===== src/rtl/pcnu_pkg.sv =====
package pcnu_pkg;

    typedef enum logic [1:0] {
        CLS_SEQ = 2'b00,
        CLS_JMP = 2'b01,
        CLS_BEQ = 2'b10,
        CLS_BNE = 2'b11
    } cls_e;

endpackage


===== src/rtl/pcnu_eq.sv =====
module pcnu_eq #(
    parameter int W = 20
) (
    input  logic [W-1:0] a_i,
    input  logic [W-1:0] b_i,
    output logic         eq_o
);
    logic [W-1:0] diff;

    for (genvar i = 0; i < W; i++) begin : g_bit
        assign diff[i] = a_i[i] ^ b_i[i];
    end

    assign eq_o = ~|diff;
endmodule


===== src/rtl/pcnu_tgt.sv =====
module pcnu_tgt #(
    parameter int ADDR_W = 10,
    parameter int OFS_W  = 8
) (
    input  logic [ADDR_W-1:0] pc_i,
    input  logic [OFS_W-1:0]  ofs_i,
    output logic [ADDR_W-1:0] seq_o,
    output logic [ADDR_W-1:0] tgt_o
);
    localparam int EXT_W = ADDR_W - OFS_W;

    logic [ADDR_W-1:0] ofs_x;

    if (EXT_W > 0) begin : g_ext
        assign ofs_x = {{EXT_W{ofs_i[OFS_W-1]}}, ofs_i};
    end else begin : g_trunc
        assign ofs_x = ofs_i[ADDR_W-1:0];
    end

    assign seq_o = pc_i + ADDR_W'(1);
    assign tgt_o = seq_o + ofs_x;
endmodule


===== src/rtl/pcnu_pick.sv =====
module pcnu_pick
    import pcnu_pkg::*;
(
    input  logic [1:0] cls_i,
    input  logic       rel_sel,
    input  logic       eq_i,
    output logic       take_o
);
    logic want;

    always_comb begin
        unique case (cls_e'(cls_i))
            CLS_SEQ: want = 1'b0;
            CLS_JMP: want = 1'b1;
            CLS_BEQ: want = eq_i;
            CLS_BNE: want = ~eq_i;
            default: want = 1'b0;
        endcase
        take_o = want & rel_sel;
    end
endmodule


===== src/rtl/pc_next_unit.sv =====
module pc_next_unit
    import pcnu_pkg::*;
#(
    parameter int ADDR_W = 10,
    parameter int DATA_W = 20,
    parameter int OFS_W  = 8
) (
    input  logic              clk,
    input  logic              rst_n,
    input  logic              pc_we,
    input  logic              rel_sel,
    input  logic [1:0]        cls_i,
    input  logic [OFS_W-1:0]  ofs_i,
    input  logic [DATA_W-1:0] opa_i,
    input  logic [DATA_W-1:0] opb_i,
    output logic [ADDR_W-1:0] pc_o
);
    typedef struct packed {
        logic [ADDR_W-1:0] pc;
    } state_t;

    state_t            st_d, st_q;
    logic              eq;
    logic              take;
    logic [ADDR_W-1:0] seq_addr;
    logic [ADDR_W-1:0] tgt_addr;

    pcnu_eq #(.W(DATA_W)) u_eq (
        .a_i  (opa_i),
        .b_i  (opb_i),
        .eq_o (eq)
    );

    pcnu_tgt #(.ADDR_W(ADDR_W), .OFS_W(OFS_W)) u_tgt (
        .pc_i  (st_q.pc),
        .ofs_i (ofs_i),
        .seq_o (seq_addr),
        .tgt_o (tgt_addr)
    );

    pcnu_pick u_pick (
        .cls_i   (cls_i),
        .rel_sel (rel_sel),
        .eq_i    (eq),
        .take_o  (take)
    );

    always_comb begin
        st_d = st_q;
        if (pc_we) begin
            st_d.pc = take ? tgt_addr : seq_addr;
        end
    end

    always_ff @(posedge clk or negedge rst_n) begin
        if (!rst_n) begin
            st_q <= '0;
        end else begin
            st_q <= st_d;
        end
    end

    assign pc_o = st_q.pc;
endmodule


===== config.mk =====
export PLATFORM = sky130hd
export DESIGN_NAME = pc_next_unit
export DESIGN_NICKNAME = d
export VERILOG_FILES = /design/src/rtl/pcnu_pkg.sv /design/src/rtl/pcnu_eq.sv /design/src/rtl/pcnu_tgt.sv /design/src/rtl/pcnu_pick.sv /design/src/rtl/pc_next_unit.sv
export SDC_FILE = /design/constraint.sdc
export NUM_CORES = 1
export LEC_CHECK = 0
export CAP_MARGIN = 20
export CORE_MARGIN = 10
export CORE_UTILIZATION = 36
export CTS_CLUSTER_SIZE = 14
export DETAILED_ROUTE_END_ITERATION = 12
export GPL_TIMING_DRIVEN = 0
export PLACE_DENSITY = 0.87
export SLEW_MARGIN = 20
export SYNTH_ARGS = -nofsm -noshare
export SYNTH_HDL_FRONTEND = slang
export SYNTH_HIERARCHICAL = 1
export SYNTH_SLANG_ARGS = --single-unit

===== constraint.sdc =====
create_clock -name clk -period 2.4 [get_ports clk]
set_input_delay 0.48 -clock clk [delete_from_list [all_inputs] [get_ports clk]]
set_output_delay 0.48 -clock clk [all_outputs]
set_load 0.01 [all_outputs]

==> results of run 1 <==
==> worst max-delay path, stage by stage, from the launching register on <==
cell	delay [ns]
dfrtp_1	0.43
ha_4	0.20
nand3_4	0.07
or3_4	0.37
xnor2_4	0.21
ha_4	0.25
buf_6	0.12
a21oi_2	0.16
o21ai_2	0.09
xor2_1	0.17
mux2i_1	0.18
a21oi_1	0.10
==> where the power goes <==
group          leakage (nW)  internal [mW]  switching, mW
logic                 0.941           1.24           1.12
registers             0.107          0.247         0.0986
clock network        0.0210         0.0920         0.0546
==> layer usage <==
layer / GRT usage (%) / vias to the layer above / routed length [um]
met2: 23.77 / 69 / 2822
met5: 0 / - / 0
met1: 15.81 / 681 / 2083
met4: 3.763 / 0 / 72
li1: - / 689 / -
met3: 3.189 / 6 / 351
==> stage by stage <==
step / worst slack (ns) / utilization, % / TNS, ns / std cells / cell area (um2)
after floorplan: -0.06270 / - / -0.06270 / 148 / 1234
after global placement: -0.2461 / 57.75 / -1.250 / 256 / 1912
after detailed placement: -0.2437 / 57.75 / -1.605 / 256 / 1912
after CTS: -0.05376 / 64.78 / -0.05376 / 278 / 2145
after global routing: -0.2490 / 72.75 / -1.111 / 283 / 2409
final: -0.09818 / 72.75 / -0.3768 / 283 / 2409
==> area by class of cell <==
cell class	count	area [um2]
well taps	46	57.56
multi-input cells	126	1170
plain buffers	3	20.02
flip-flops and latches	10	252.7
clock buffers	4	36.28
fillers	220	902.1
inverters	9	33.78
repair buffers	85	838.3
==> final timing paths <==
path / endpoint / slack [ns] / cells after the start
worst max-delay path: pc_o[7] / -0.1 / 11
worst min register to register: pc_o[8] / 0.57 / 2
min in group clk: pc_o[7] / 0.56 / 3
max in group asynchronous: pc_o[0] / 1.56 / 1
worst max register to register: pc_o[7] / -0.1 / 11
worst min-delay path: pc_o[8] / 0.52 / 1
==> layout by cell type, fill, tap and decap left out, drive strengths merged <==
cell	synthesis	final
dfrtp	10	10
nand3	6	6
nor2	16	16
o21bai	1	1
nand4	3	3
fa	1	1
nand2b	1	1
clkdlybuf4s50	0	47
o211ai	1	1
nor2b	2	2
dlymetal6s2s	0	15
a21oi	16	16
a41o	1	1
o41ai	1	1
o21ai	4	4
or2	1	1
or3	1	1
xnor2	19	19
inv	9	9
nand2	6	6
nor3	3	3
clkbuf	1	5
nor4	4	4
ha	10	10
mux2i	11	11
buf	2	25
xor2	18	18
==> repair_timing <==
item / in CTS / in global routing
gates cloned: 0 / 1
setup buffers: 18 / 4
setup endpoints to repair: 3 / 8
resized for setup: 14 / 45
pin swaps: 15 / 34
==> logic make-up after synthesis <==
logic type	Yosys count	synth area share [%]
AO/OA/AOI/OAI	24	10.87
flip-flops	10	20.33
adder cells (fa/ha/maj)	11	11.79
AND/OR/NAND/NOR	43	17.38
XOR/XNOR	37	26.32
buffers and inverters	12	4.369
multiplexers	11	8.943
==> flow_metrics.tcl, run 1 <==
set metrics [dict create \
    cts.clk_slew.worst_paths_ns 0.06 \
    startpoint "pc_o[1]" \
    finalClockSkew_ns 0.001764 \
    synth_nets 213 \
    ant_nets 0 \
    via_per_inst 5.106 \
    hold_violations 0 \
    die-area_um2 6159 \
    crit_path_max_fanout 5 \
    final-setup-viol-count 7 \
    critPathLaunchType "flip-flop" \
    maxCapViolCount 0 \
    r2r-start "pc_o[1]" \
    grt_max_degree 11 \
    worstMarginPinSlew_ns 0.4412 \
    synth.top_cell.area_share_pct 20.33 \
    max_clock_freq_mhz 400.3 \
    ys_types 28 \
    antenna_found_initial 0 \
    dpl.hpwl_um 3280 \
    hp-class "input port to asynchronous set/reset pin" \
    synthToLayoutAreaGrowth_pct 95.63 \
    ctsRootBufferMaster "clkbuf_4" \
    leakagePower_nw 1.069 \
    syn_area_um2 1231 \
    synth_edf_count 0 \
    synth_common_cells "xnor2_1 (19), xor2_1 (18), a21oi_1 (16), nor2_1 (16), mux2i_1 (11)" \
    violations "negative setup slack" \
    die_w_um 78.48 \
    yosysSeqAreaShare_pct 20.33 \
    synth.most_common_cell "xnor2_1" \
    num_rows 21 \
    vdd_drop_max_v 0.0006538 \
    tritoncts "yes" \
    ys_seq_elements 10 \
    cts_inserted_buffers 3 \
    slew_headroom_pct 70.59 \
    numClockSinks 10 \
    holdBufCountCts 0 \
    gp_congestion 0.8067 \
    drc_errors 0 \
    crit_required_ns 2.53 \
    avgSynthCellArea_um2 8.319 \
    wl_um 5329 \
    die_h_um 78.48 \
    end_kind "flip-flop" \
    layout.nets 303 \
    status "finished with violations" \
    clk_latency_ns 0.26 \
    cts-htree-levels 1 \
    yosys_warnings 6 \
    worst_ep_arrival_time_ns 2.62 \
    antenna_cells 0 \
    coreArea_um2 3311 \
    grt-ovfl-total 0 \
    clockBufferDepth 2 \
    grt_pass1_vias 1382 \
    ys.flop_type "dfrtp_1" \
    start_util_pct 37.19 \
    wl_per_cell_um 18.83 \
    finalWorstSetupSlack_ns -0.09818 \
    vias 1445 \
    critPathKind "flip-flop to flip-flop" \
    synthArstFlopShare_pct 100.0 \
    power_density_nw_per_um2 1185 \
    hold_ws_ns 0.5207 \
    port_buffers 62 \
    synthCells 148 \
    period_share_pct 104.1 \
    grt_pass1_wl_um 6796 \
    fin_crit_ns 2.498 \
    synth_area_leaders "dfrtp_1 (20%), xnor2_1 (14%), xor2_1 (13%)" \
    rsz0062_at_grt "yes" \
    drtIter0Drc 89 \
    slew_violations 0 \
    ios 64 \
    largest_reg_flops 10 \
    synth_top_cell_by_area "dfrtp_1" \
    track_usage_pct 13.48 \
    total_power_mw 2.855 \
    drtPass1Iterations 4 \
    layout-drive-gt1-share_pct 26.16 \
]
Power figures use the tool's default switching activity.
==> run 2: changes to the inputs <==
--- a/config.mk
+++ b/config.mk
@@ -6,6 +6,7 @@
 export NUM_CORES = 1
 export LEC_CHECK = 0
 export CAP_MARGIN = 20
+export CORE_ASPECT_RATIO = 1.25
 export CORE_MARGIN = 10
 export CORE_UTILIZATION = 36
 export CTS_CLUSTER_SIZE = 14
==> run 2 against run 1 <==
  * The run still ends with negative setup slack left
  * Sequential share of layout area is 0.17 points lower
  * Register-to-register slack worse by 0.08 ns
  * Clock power is 20% higher
  * Clock skew is 0.0043 ns higher
  * Largest cell class unchanged
  * Critical path depth is 2 higher
==> flow_metrics.tcl, run 2 (same netlist as run 1, synthesis figures left out) <==
set metrics [dict create \
    start_util_pct 37.86 \
    antenna_cells 0 \
    power_density_nw_per_um2 1223 \
    hold_violations 0 \
    grt-ovfl-total 0 \
    crit_end "pc_o[9]" \
    final_cell_mix "clkdlybuf4s50_1 (48), buf_4 (26), xnor2_1 (16), xor2_1 (16)" \
    tns_ns -0.3554 \
    fin_util_pct 75.68 \
    die_w_um 72.31 \
    max_clock_freq_mhz 387.4 \
    synthToLayoutAreaGrowth_pct 99.90 \
    leakagePower_nw 1.085 \
    cts-htree-levels 1 \
    hold_ws_ns 0.5504 \
    final_area_um2 2461 \
    rsz0062_at_grt "yes" \
    total_power_mw 3.010 \
    worstMarginPinSlew_ns 0.4305 \
    dpl.hpwl_um 3239 \
    ios 64 \
    track_usage_pct 13.83 \
    final-setup-viol-count 4 \
    startpoint "pc_o[0]" \
    hp-class "input port to asynchronous set/reset pin" \
    critPathLaunchType "flip-flop" \
    via_per_inst 5.258 \
    num_rows 23 \
    reg2regPathDepth 13 \
    finalWorstSetupSlack_ns -0.1813 \
    slew_headroom_pct 71.21 \
    crit_chain "nand4_1, buf_4, buf_4, buf_4, buf_4, buf_4, buf_4, nor4_4, xor2_1, xor2_1, xnor2_1, mux2i_1, a21oi_1" \
    violations "negative setup slack" \
    fillers 211 \
    drtIter0Drc 60 \
    ff_latch_area_um2 254.0 \
    end_kind "flip-flop" \
    placed_cell_area_um2 1901 \
    cp_slowest_cell "dfrtp_2" \
    finalClockSkew_ns 0.006112 \
    critPathKind "flip-flop to flip-flop" \
    numClockSinks 10 \
    port_buffers 62 \
    multi_input_area_um2 1189 \
    die-area_um2 6174 \
    clockBufferDepth 2 \
    cts_inserted_buffers 3 \
    wl_um 5367 \
    fin_cells 279 \
    gp_congestion 0.8575 \
    antenna_found_initial 0 \
    die_h_um 85.39 \
    layout-drive-gt1-share_pct 28.10 \
    reg2reg_to "pc_o[9]" \
    maxCapViolCount 0 \
    r2r-start "pc_o[0]" \
    slew_violations 0 \
    worst_ep_arrival_time_ns 2.68 \
    coreArea_um2 3252 \
    cts.clk_slew.worst_paths_ns 0.05 \
    r2r_setup_slack_ns -0.18 \
    tritoncts "yes" \
    crit_required_ns 2.50 \
    ant_nets 0 \
    slowest_delay_ns 0.40 \
    layout.cells.most_common "clkdlybuf4s50_1" \
    status "finished with violations" \
    grt_pass1_vias 1458 \
    fin_crit_ns 2.581 \
    crit_top_cell "buf_4" \
    drtPass1Iterations 4 \
    dp_cells 247 \
    period_share_pct 107.6 \
    wl_per_cell_um 19.24 \
    vdd_drop_max_v 0.0009946 \
    largest_reg_flops 10 \
    layout.nets 308 \
    dp_slack_ns -0.3001 \
    grt_pass1_wl_um 6955 \
    clk_latency_ns 0.24 \
    drc_errors 0 \
    vias 1467 \
    ctsRootBufferMaster "clkbuf_8" \
    grt_max_degree 11 \
    crit_path_max_fanout 4 \
]
run 2: routing by layer:
metal / vias up / track usage, % / wire [um] / part of all wire, %
met5: - / 0 / 0 / 0
met4: 0 / 4.762 / 172 / 3.2
met3: 16 / 1.399 / 214 / 4.0
met2: 54 / 27.73 / 3063 / 57
met1: 700 / 13.81 / 1916 / 36
li1: 697 / - / - / -
run 2: critical path, delay by kind of cell (launching register included):
| kind | cells | cell delay [ns] |
|---|---|---|
| compound gates | 1 | 0.09 |
| mux | 1 | 0.20 |
| xor+xnor | 3 | 0.59 |
| simple gates | 2 | 0.34 |
| flops | 1 | 0.40 |
| buf+inv | 6 | 0.80 |
run 2: how the worst min path moves through the flow:
stage,startpoint,to,slack [ns],cells after the start
floorplan,rst_n,pc_o[0],0.18,0
global placement,pc_o[8],pc_o[8],0.55,2
detailed placement,pc_o[8],pc_o[8],0.56,2
CTS,rst_n,pc_o[5],0.56,1
global route,rst_n,pc_o[3],0.58,1
finish,rst_n,pc_o[5],0.55,1
run 2: timing repair:
action,in CTS,in global routing
gates cloned,0,1
buffers inserted,24,3
gates resized for setup,16,47
endpoints found under the setup margin,3,10
pin swaps,19,21
hold buffers,0,0
hold endpoints to repair,0,0
run 2: power breakdown:
| group | total [mW] | switching, mW | internal, mW |
|---|---|---|---|
| logic | 2.48 | 1.17 | 1.31 |
| registers | 0.352 | 0.102 | 0.250 |
| clock network | 0.177 | 0.0611 | 0.116 |
run 2: cell type report:
cell class | instances | area share [%]
plain buffers | 3 | 0.8134
multi-input cells | 126 | 48.30
inverters | 9 | 1.373
clock buffers | 4 | 1.830
well taps | 37 | 1.881
repair buffers | 90 | 35.49
flip-flops and latches | 10 | 10.32
